===== config.mk =====
export PLATFORM = sky130hd
export DESIGN_NAME = vfd_mux_shifter
export DESIGN_NICKNAME = d
export VERILOG_FILES = /design/src/rtl/vfd_mux_pkg.sv /design/src/rtl/vfd_slot_timer.sv /design/src/rtl/vfd_map_ram.sv /design/src/rtl/vfd_src_select.sv /design/src/rtl/vfd_mux_shifter.sv
export SDC_FILE = /design/constraint.sdc
export NUM_CORES = 1
export LEC_CHECK = 0
export BUFFER_PORTS_ARGS = -buffer_cell sky130_fd_sc_hd__buf_2
export CORE_ASPECT_RATIO = 1.4
export CORE_UTILIZATION = 28
export DETAILED_ROUTE_END_ITERATION = 7
export HOLD_SLACK_MARGIN = 0.15
export PLACE_DENSITY_LB_ADDON = 0.1
export SLEW_MARGIN = 20
export SYNTH_ARGS = -nofsm -noshare
export SYNTH_HDL_FRONTEND = slang
export SYNTH_SLANG_ARGS = --single-unit

===== constraint.sdc =====
create_clock -name clk -period 7.2 [get_ports clk]
set_clock_uncertainty 0.1 [all_clocks]
set_input_delay 0.36 -clock clk [delete_from_list [all_inputs] [get_ports clk]]
set_output_delay 0.36 -clock clk [all_outputs]
set_load 0.01 [all_outputs]

===== src/rtl/vfd_mux_pkg.sv =====
package vfd_mux_pkg;
  localparam int CODE_W   = 7;
  localparam int SRC_W    = 1 << CODE_W;
  localparam logic [CODE_W-1:0] CODE_OFF = {CODE_W{1'b1}};

  typedef struct packed {
    logic sclk;
    logic dout;
    logic load;
    logic blank;
  } vfd_pins_t;
endpackage


===== src/rtl/vfd_slot_timer.sv =====
module vfd_slot_timer #(
  parameter int SLOT_CYCLES = 400,
  parameter int NUM_GRIDS   = 8,
  parameter int CNT_W       = 9,
  parameter int GRID_W      = 3
) (
  input  logic              clk,
  input  logic              rst_n,
  output logic [CNT_W-1:0]  slot_cnt,
  output logic [GRID_W-1:0] cur_grid,
  output logic [GRID_W-1:0] nxt_grid,
  output logic              slot_first
);
  localparam logic [CNT_W-1:0]  LAST_CNT  = CNT_W'(SLOT_CYCLES - 1);
  localparam logic [GRID_W-1:0] LAST_GRID = GRID_W'(NUM_GRIDS - 1);

  always_ff @(posedge clk or negedge rst_n) begin
    if (!rst_n) begin
      slot_cnt <= '0;
      cur_grid <= '0;
    end else if (slot_cnt == LAST_CNT) begin
      slot_cnt <= '0;
      cur_grid <= nxt_grid;
    end else begin
      slot_cnt <= slot_cnt + CNT_W'(1);
    end
  end

  always_comb begin
    nxt_grid   = (cur_grid == LAST_GRID) ? '0 : cur_grid + GRID_W'(1);
    slot_first = (slot_cnt == '0);
  end

  AST_GRID_ADVANCE: assert property (@(posedge clk) disable iff (!rst_n)
    (slot_cnt == LAST_CNT) |=> (cur_grid == (($past(cur_grid) == LAST_GRID) ? '0 : $past(cur_grid) + GRID_W'(1))));
  AST_CNT_RANGE: assert property (@(posedge clk) disable iff (!rst_n)
    slot_cnt <= LAST_CNT);
endmodule


===== src/rtl/vfd_map_ram.sv =====
module vfd_map_ram
  import vfd_mux_pkg::*;
#(
  parameter int DEPTH = 122,
  parameter int AW    = 7
) (
  input  logic              clk,
  input  logic              rst_n,
  input  logic              wr_en,
  input  logic [AW-1:0]     wr_addr,
  input  logic [CODE_W-1:0] wr_code,
  input  logic [AW-1:0]     rd_addr,
  output logic [CODE_W-1:0] rd_code
);
  localparam logic [AW:0] DEPTH_X = (AW+1)'(DEPTH);

  logic [CODE_W-1:0] mem [DEPTH];

  always_ff @(posedge clk or negedge rst_n) begin
    if (!rst_n) begin
      for (int i = 0; i < DEPTH; i++) mem[i] <= CODE_OFF;
    end else if (wr_en && ({1'b0, wr_addr} < DEPTH_X)) begin
      mem[wr_addr] <= wr_code;
    end
  end

  always_comb begin
    if ({1'b0, rd_addr} < DEPTH_X) rd_code = mem[rd_addr];
    else                            rd_code = CODE_OFF;
  end
endmodule


===== src/rtl/vfd_src_select.sv =====
module vfd_src_select
  import vfd_mux_pkg::*;
#(
  parameter int SEG_W     = 40,
  parameter int NUM_GRIDS = 8
) (
  input  logic [SEG_W-1:0]     seg_hold,
  input  logic [NUM_GRIDS-1:0] grid_hot,
  input  logic [CODE_W-1:0]    code,
  output logic                 bit_out
);
  logic [SRC_W-1:0] src;

  for (genvar k = 0; k < SRC_W; k++) begin : g_src
    if (k < SEG_W) begin : g_seg
      assign src[k] = seg_hold[k];
    end else if (k < SEG_W + NUM_GRIDS) begin : g_grid
      assign src[k] = grid_hot[k - SEG_W];
    end else begin : g_zero
      assign src[k] = 1'b0;
    end
  end

  always_comb begin
    bit_out = (code == CODE_OFF) ? 1'b0 : src[code];
  end
endmodule


===== src/rtl/vfd_mux_shifter.sv =====
module vfd_mux_shifter
  import vfd_mux_pkg::*;
#(
  parameter int NUM_GRIDS    = 8,
  parameter int SEG_W        = 40,
  parameter int SLOT_CYCLES  = 400,
  parameter int BLANK_CYCLES = 25,
  parameter int MAX_BITS     = 122,
  parameter int LIM_W        = 8
) (
  input  logic                         clk,
  input  logic                         rst_n,
  input  logic                         map_we,
  input  logic [$clog2(MAX_BITS)-1:0]  map_addr,
  input  logic [CODE_W-1:0]            map_code,
  input  logic                         lim_we,
  input  logic [LIM_W-1:0]             lim_val,
  output logic [$clog2(NUM_GRIDS)-1:0] seg_grid,
  input  logic [SEG_W-1:0]             seg_data,
  output logic                         vfd_sclk,
  output logic                         vfd_dout,
  output logic                         vfd_load,
  output logic                         vfd_blank
);
  // Shift window must end before the blank window: 2*MAX_BITS+2 < SLOT_CYCLES-BLANK_CYCLES.
  localparam int CNT_W       = $clog2(SLOT_CYCLES);
  localparam int GRID_W      = $clog2(NUM_GRIDS);
  localparam int AW          = $clog2(MAX_BITS);
  localparam int SHIFT_START = 2;
  localparam int BLANK_START = SLOT_CYCLES - BLANK_CYCLES;
  localparam int LOAD_START  = BLANK_START + 1;
  localparam logic [LIM_W-1:0] LIM_MAX = LIM_W'(MAX_BITS - 1);

  logic [CNT_W-1:0]     slot_cnt;
  logic [GRID_W-1:0]    cur_grid, nxt_grid;
  logic                 slot_first;
  logic [LIM_W-1:0]     lim_reg, lim_act;
  logic [SEG_W-1:0]     seg_hold;
  logic [NUM_GRIDS-1:0] grid_hot;
  logic [CNT_W-1:0]     shift_end;
  logic [AW:0]          rel;
  logic                 in_win;
  logic [AW-1:0]        bit_idx;
  logic [CODE_W-1:0]    cur_code;
  logic                 sel_bit;
  vfd_pins_t            pins_d, pins_q;

  vfd_slot_timer #(
    .SLOT_CYCLES(SLOT_CYCLES), .NUM_GRIDS(NUM_GRIDS), .CNT_W(CNT_W), .GRID_W(GRID_W)
  ) timer_i (
    .clk(clk), .rst_n(rst_n), .slot_cnt(slot_cnt), .cur_grid(cur_grid),
    .nxt_grid(nxt_grid), .slot_first(slot_first)
  );

  assign seg_grid = nxt_grid;

  // Limit register with clamp, and the per-slot shadow copy.
  always_ff @(posedge clk or negedge rst_n) begin
    if (!rst_n)      lim_reg <= LIM_MAX;
    else if (lim_we) lim_reg <= (lim_val > LIM_MAX) ? LIM_MAX : lim_val;
  end

  // Slot-start capture of limit, segment data and grid select.
  always_ff @(posedge clk or negedge rst_n) begin
    if (!rst_n) begin
      lim_act  <= LIM_MAX;
      seg_hold <= '0;
      grid_hot <= '0;
    end else if (slot_first) begin
      lim_act  <= lim_reg;
      seg_hold <= seg_data;
      grid_hot <= NUM_GRIDS'(1) << nxt_grid;
    end
  end

  always_comb begin
    shift_end = CNT_W'(SHIFT_START) + CNT_W'({lim_act, 1'b0}) + CNT_W'(2);
    in_win    = (slot_cnt >= CNT_W'(SHIFT_START)) && (slot_cnt < shift_end);
    rel       = (AW+1)'(slot_cnt - CNT_W'(SHIFT_START));
    bit_idx   = rel[AW:1];
  end

  vfd_map_ram #(.DEPTH(MAX_BITS), .AW(AW)) map_i (
    .clk(clk), .rst_n(rst_n), .wr_en(map_we), .wr_addr(map_addr), .wr_code(map_code),
    .rd_addr(bit_idx), .rd_code(cur_code)
  );

  vfd_src_select #(.SEG_W(SEG_W), .NUM_GRIDS(NUM_GRIDS)) sel_i (
    .seg_hold(seg_hold), .grid_hot(grid_hot), .code(cur_code), .bit_out(sel_bit)
  );

  // Pin generation: data set in the low phase, clock high in the odd phase.
  always_comb begin
    pins_d.sclk  = in_win && rel[0];
    if (!in_win)      pins_d.dout = 1'b0;
    else if (!rel[0]) pins_d.dout = sel_bit;
    else              pins_d.dout = pins_q.dout;
    pins_d.load  = (slot_cnt == CNT_W'(LOAD_START)) || (slot_cnt == CNT_W'(LOAD_START + 1));
    pins_d.blank = (slot_cnt >= CNT_W'(BLANK_START));
  end

  always_ff @(posedge clk or negedge rst_n) begin
    if (!rst_n) pins_q <= '0;
    else        pins_q <= pins_d;
  end

  assign vfd_sclk  = pins_q.sclk;
  assign vfd_dout  = pins_q.dout;
  assign vfd_load  = pins_q.load;
  assign vfd_blank = pins_q.blank;

  AST_SCLK_PULSE: assert property (@(posedge clk) disable iff (!rst_n)
    vfd_sclk |=> !vfd_sclk);
  AST_DOUT_HOLD: assert property (@(posedge clk) disable iff (!rst_n)
    vfd_sclk |-> $stable(vfd_dout));
  AST_LIMIT_CLAMP: assert property (@(posedge clk) disable iff (!rst_n)
    lim_reg <= LIM_MAX);
  AST_QUIET_IN_BLANK: assert property (@(posedge clk) disable iff (!rst_n)
    vfd_blank |-> (!vfd_sclk && !vfd_dout));
  AST_LOAD_INSIDE_BLANK: assert property (@(posedge clk) disable iff (!rst_n)
    vfd_load |-> vfd_blank);
  AST_LOAD_WIDTH: assert property (@(posedge clk) disable iff (!rst_n)
    (vfd_load && $past(vfd_load)) |=> !vfd_load);
endmodule


==> results.ini, run 1 <==
[routing]
drc = 0
wl_per_cell_um = 27.6
final_antenna_net_count = 0
initialDrtViolationCount = 1437
via_count = 26232
routed_via_density = 4.98
routed_wl_mm = 146
first_pass_iters = 6

[yosys]
synth.area.top_cells = dfstp_2 (51%), mux2_2 (23%), mux4_2 (10%)
synthArstFlopShare = 1.00
synthCells = 2990
yosys.cell_types.count = 78
avgSynthCellArea_um2 = 15.0
synth_warnings = 0
ys_seq_area_frac = 0.546
synth-edff-count = 0
synth_top_area_share = 0.507
synth_nets = 3077
synth_seq_cells = 934
syn_area_um2 = 44800
synth_top_area_cell = dfstp_2
synthFlopType = dfstp_2

[floorplanning]
io_pins = 73
start_util = 0.282
row_count = 173
core_area_um2 = 159000
dieArea_um2 = 162000
chipWidth_um = 340
die_h_um = 475

[clocking]
cts_buffers = 101
clock_sinks = 934
cts_hold_buf = 62
cts-root-buf = clkbuf_16
cts_buffer_depth = 3
post_cts_buffers = 0
clock_latency_ns = 0.71
cts_resized = 0
cts_tree = built
cts-htree-levels = 3
clkSlewWorstSetupHoldPaths_ns = 0.06

[finish]
largest_register_ffs = 854
areaGrowthSynthToFinish_pct = 15.2
fin_cells = 5266
drive_above_1_share = 0.734
top_regs = map_i.mem x854, seg_hold x40, timer_i.slot_cnt x9
final_nets = 3171
largest-register = map_i.mem

[sta]
hold_viol = 0
relSlewSlack = 0.259
period_needed_ns = 5.82
rsz0062_at_grt = no
finalSetupViolations = 0
fin_crit_sh = 0.808
fin_tns_setup_ns = 0
fmax_mhz = 172
tightest_slew_ns = 1.10
drv_slew = 0

[worst_hold_path]
hold_class = primary input to register

[power]
vdd.ir_drop.worst_uv = 160
leakagePower_nw = 19.9
powerDensity_nw_per_um2 = 246

[grt]
grt_usage = 0.182
grt_pass1_vias = 28916
grt_pass1_wl_mm = 215
antenna_found_initial = 7
grt_overflow_total = 0
grt_max_degree = 177

[run_status]
outcome = finished, final reports clean

[placed_design]
dp.cells = 5018
portBuffers = 72
place.gp.congestion = 0.809
dp_hpwl_mm = 99.1

[setup_path]
start_kind = register
path_buf_inv = 4
cp-end-kind = register
crit_top_cell = nor4_1
cp.arrival_ns = 6.36
max_stage_delay_ns = 0.79
cp_cell_sequence = inv_1, ha_4, buf_12, nor3_1, mux2_2, nor4_1, o22ai_1, nor4_1, nor4_4, buf_4, inv_2, nor2_1, a221oi_1, o21ai_1, a2111oi_2, a22o_1
cpMaxStageDelayCell = ha_4
path_class = register to register
cp.required_ns = 7.75
crit_fanout = 48
crit_family = simple AND/OR/NAND/NOR gates

[run]
cap_violations = 0

[path summary, 6_finish.rpt]
path / start / end / slack [ns] / cells after the start
worst max-delay path: timer_i.slot_cnt[2] / vfd_dout / 1.38 / 16
worst min-delay path: map_code[5] / map_i.mem[236] / 0.18 / 2
worst max register to register: timer_i.slot_cnt[2] / vfd_dout / 1.38 / 16
worst min register to register: seg_hold[15] / seg_hold[15] / 0.40 / 1
max in group asynchronous: rst_n / map_i.mem[461] / 5.09 / 4
min in group asynchronous: rst_n / lim_act[1] / 0.28 / 2
[layer usage]
layer,vias up,part of all wire,wire length [um],GRT usage
met5,-,0.00039,57,0
met4,10,0.035,5040,0.0691
met3,192,0.033,4850,0.0219
met2,522,0.52,76000,0.328
met1,14270,0.41,59600,0.221
li1,11238,-,-,-
[area by class of cell]
type                    count  area, um2
diodes                      3       7.51
clock buffers             159       3080
clock inverters            23        380
fillers                 15516     107000
inverters                  17       63.8
multi-input cells        1833      19400
flip-flops and latches    934      24500
well taps                2100       2630
repair buffers            197       1620
[logic make-up after synthesis]
| family | after synthesis | share of synthesized area |
|---|---|---|
| XOR/XNOR | 18 | 0.00385 |
| flip-flops | 934 | 0.546 |
| AO/OA/AOI/OAI | 135 | 0.0216 |
| multiplexers | 1185 | 0.349 |
| AND/OR/NAND/NOR | 474 | 0.0505 |
| adder cells (fa/ha/maj) | 21 | 0.00586 |
| buffers and inverters | 223 | 0.0238 |
[cells in the final DEF, fill, tap and decap left out, types with 7 or more instances in the layout]
cell and n:
nor2_2 7, nor2b_1 9, o21ai_0 24, buf_4 58, clkbuf_1 30, nand3b_1 8, nand3_1 39, clkbuf_8 23
clkbuf_16 106, and3_1 12, bufinv_16 10, ha_1 20, xnor2_1 7, clkinv_2 8, nor2_1 108, a31oi_1 12
nor3b_1 8, nand4_1 10, a21oi_1 26, xor2_1 7, o22ai_1 11, dfrtp_1 69, nand2_1 196, a32oi_1 11
buf_2 64, nand2b_1 11, nor3_1 19, dlygate4sd3_1 62, dfstp_2 864, mux2i_1 52, inv_1 15, mux2_2 923
buf_12 11, mux4_2 208, and2_1 7
[stage by stage]
stage	hold slack, ns	setup slack, ns	total power [W]	utilization	instance area, um2
2_1_floorplan	-0.0356	2.50	0.00682	-	44800
3_3_place_gp	0.379	1.16	0.00725	0.299	47500
3_5_place_dp	0.384	1.27	0.00731	0.299	47500
4_1_cts	0.168	1.27	0.0129	0.325	51600
5_1_grt	0.197	1.05	0.0133	0.325	51600
6_report	0.185	1.38	0.0127	0.325	51600
[report_power, final]
group	total, W	switching (W)	internal, W
combinational	0.00107	0.000539	0.000531
clock	0.00547	0.00220	0.00328
sequential	0.00616	0.000209	0.00595
[Yosys cell counts, types with 4 or more instances]
| library cell | number |
|---|---|
| or3_1 | 4 |
| inv_1 | 15 |
| nand2_1 | 196 |
| dfrtp_1 | 70 |
| buf_1 | 9 |
| nor3_1 | 19 |
| dfstp_2 | 864 |
| nand3b_1 | 8 |
| a31oi_1 | 12 |
| buf_4 | 13 |
| nand4_1 | 10 |
| o22ai_1 | 11 |
| nand2b_1 | 11 |
| o2111ai_1 | 5 |
| buf_2 | 33 |
| nor2b_1 | 9 |
| nor2_1 | 115 |
| mux2_2 | 923 |
| mux4_2 | 208 |
| buf_6 | 15 |
| nor3b_1 | 10 |
| nand3_1 | 40 |
| a211oi_1 | 6 |
| a32oi_1 | 11 |
| xor2_1 | 7 |
| and2_1 | 7 |
| clkbuf_1 | 134 |
| a211o_1 | 4 |
| o21ai_0 | 24 |
| xnor2_1 | 9 |
| a21oi_1 | 26 |
| and3_1 | 12 |
| nor4_1 | 7 |
| ha_1 | 21 |
| o221ai_1 | 4 |
| mux2i_1 | 52 |
No activity file was read; power rests on OpenSTA's default activity.
==> run 2: changes to the inputs <==
==> constraint.sdc (replaced) <==
create_clock -name clk -period 5.8 [get_ports clk]
set_clock_uncertainty 0.1 [all_clocks]
set_input_delay 0.29 -clock clk [delete_from_list [all_inputs] [get_ports clk]]
set_output_delay 0.29 -clock clk [all_outputs]
set_load 0.01 [all_outputs]
==> run 2 against run 1 <==
Effect of this change: combinational power rose by 26%; final cell count rose by 0.23%; clock power rose by 22%; total power rose by 23%; first-iteration DRC count fell by 11%; final area rose by 0.24%; hold slack improved by 0.036 ns; critical endpoint unchanged; non-clock buffer count rose by 16.
==> results.ini, run 2 (same netlist as run 1, synthesis figures left out) <==
[floorplanning]
row_count = 173
start_util = 0.282
dieArea_um2 = 162000
io_pins = 73
chipWidth_um = 340
die_h_um = 475
core_area_um2 = 159000

[grt]
grtUsageMet3 = 0.0206
use_met2 = 0.322
grt_overflow_total = 0
grt_pass1_vias = 28957
gr-max-usage-layer = met2
grt_max_degree = 197
grt_usage = 0.182
grtUsageMet1 = 0.224
antenna_found_initial = 8
grt_pass1_wl_mm = 215

[clocking]
clkSlewWorstSetupHoldPaths_ns = 0.06
cts_buffers = 100
clock_latency_ns = 0.73
post_cts_buffers = 0
cts_buffer_depth = 3
cts_tree = built
cts-htree-levels = 3
cts-root-buf = clkbuf_16
clock_sinks = 934

[setup_path]
crit_fanout = 15
cp.arrival_ns = 5.85
start_kind = register
cp.required_ns = 6.31
rr_worst_depth = 15
max_stage_delay_ns = 0.72
cpMaxStageDelayCell = xnor2_2
cp_cell_sequence = inv_1, ha_4, nor3b_2, xnor2_2, nor2_2, a221oi_1, o2111ai_1, a32oi_2, buf_4, mux2_2, nand3_1, nand4b_1, nor3_1, a2111oi_2, a22o_1
cp-end-kind = register
path_class = register to register

[power]
leakagePower_nw = 20.0
powerDensity_nw_per_um2 = 303
vdd.ir_drop.worst_uv = 204

[routing]
routed_wl_mm = 146
drc = 0
routed_via_density = 4.99
first_pass_iters = 5
initialDrtViolationCount = 1273
final_antenna_net_count = 0
wl_per_cell_um = 27.6
via_count = 26337

[sta]
relSlewSlack = 0.155
fin_crit_sh = 0.920
fmax_mhz = 187
drv_slew = 0
finalSetupViolations = 0
hold_viol = 0
tightest_slew_ns = 1.26
rsz0062_at_grt = no
fin_tns_setup_ns = 0
period_needed_ns = 5.33

[worst_hold_path]
whs_path_depth = 2
hold_class = primary input to register

[placed_design]
dp_hpwl_mm = 99.2
place.gp.congestion = 0.859
portBuffers = 72

[finish]
drive_above_1_share = 0.736
largest-register = map_i.mem
final_cell_mix = mux2_2 (923), dfstp_2 (864), mux4_2 (208), nand2_1 (196), nor2_1 (112)
top_regs = map_i.mem x854, seg_hold x40, timer_i.slot_cnt x9
final_common_cell = mux2_2
final_util = 0.326
final_nets = 3186
areaGrowthSynthToFinish_pct = 15.5
largest_register_ffs = 854

[run]
cap_violations = 0

[run_status]
outcome = finished, final reports clean

## run 2: cell types whose count changed in the layout (fill, tap and decap cells not counted), sizes merged
cell	delta
buf	+15
clkbuf	-7
clkinv	+6
bufinv	-2
clkdlybuf4s18	+1
diode	-1
## run 2: worst paths after layout
check | startpoint | to | slack, ns
min reg2reg | seg_hold[1] | seg_hold[1] | 0.41
max | timer_i.slot_cnt[1] | vfd_dout | 0.47
min in group asynchronous | rst_n | map_i.mem[331] | 0.50
min | map_code[5] | map_i.mem[250] | 0.22
max reg2reg | timer_i.slot_cnt[1] | vfd_dout | 0.47
max in group asynchronous | rst_n | map_i.mem[20] | 3.91
## run 2: area by class of cell
type / instances / area (um2)
clock buffers: 152 / 3010
diodes: 2 / 5.00
repair buffers: 213 / 1840
flip-flops and latches: 934 / 24500
inverters: 17 / 63.8
clock inverters: 27 / 354
multi-input cells: 1833 / 19400
well taps: 2100 / 2630
fillers: 15497 / 107000
## run 2: worst max-delay path: cells and delay by family (launching register included)
kind | cells | cell delay (ns)
simple gates | 5 | 1.06
buf+inv | 2 | 0.50
xor+xnor | 1 | 0.72
compound gates | 5 | 1.57
fa+ha+maj | 1 | 0.25
mux | 1 | 0.36
flops | 1 | 0.66
## run 2: power breakdown
part	total, W	internal, W	leakage, nW	switching (W)
combinational	0.00135	0.000662	8.54	0.000684
sequential	0.00765	0.00739	9.81	0.000261
clock	0.00666	0.00391	1.65	0.00275
total	0.0157	0.0120	20.0	0.00369
## run 2: what timing repair did
action | in CTS | in global routing
hold buffers | 62 | 0
endpoints found under the hold margin | 175 | 0
gates resized for setup | 0 | 1
endpoints found under the setup margin | 0 | 1
## run 2: per-layer routing
| metal | part of all wire | vias to the layer above |
|---|---|---|
| met5 | 0.00014 | - |
| met4 | 0.041 | 4 |
| met3 | 0.030 | 194 |
| met2 | 0.51 | 521 |
| met1 | 0.42 | 14375 |
| li1 | - | 11243 |
## run 2: through the flow
| step | cells | area, um2 | hold WS [ns] | setup WS (ns) | power [W] |
|---|---|---|---|---|---|
| 2_1_floorplan | 2990 | 44800 | -0.106 | 1.10 | 0.00846 |
| 3_3_place_gp | 5033 | 47700 | 0.333 | 0.291 | 0.00902 |
| 3_5_place_dp | 5034 | 47700 | 0.335 | 0.312 | 0.00909 |
| 4_1_cts | 5275 | 51700 | 0.165 | 0.299 | 0.0159 |
| 5_1_grt | 5277 | 51700 | 0.216 | 0.225 | 0.0163 |
| 6_report | 5278 | 51700 | 0.221 | 0.466 | 0.0157 |
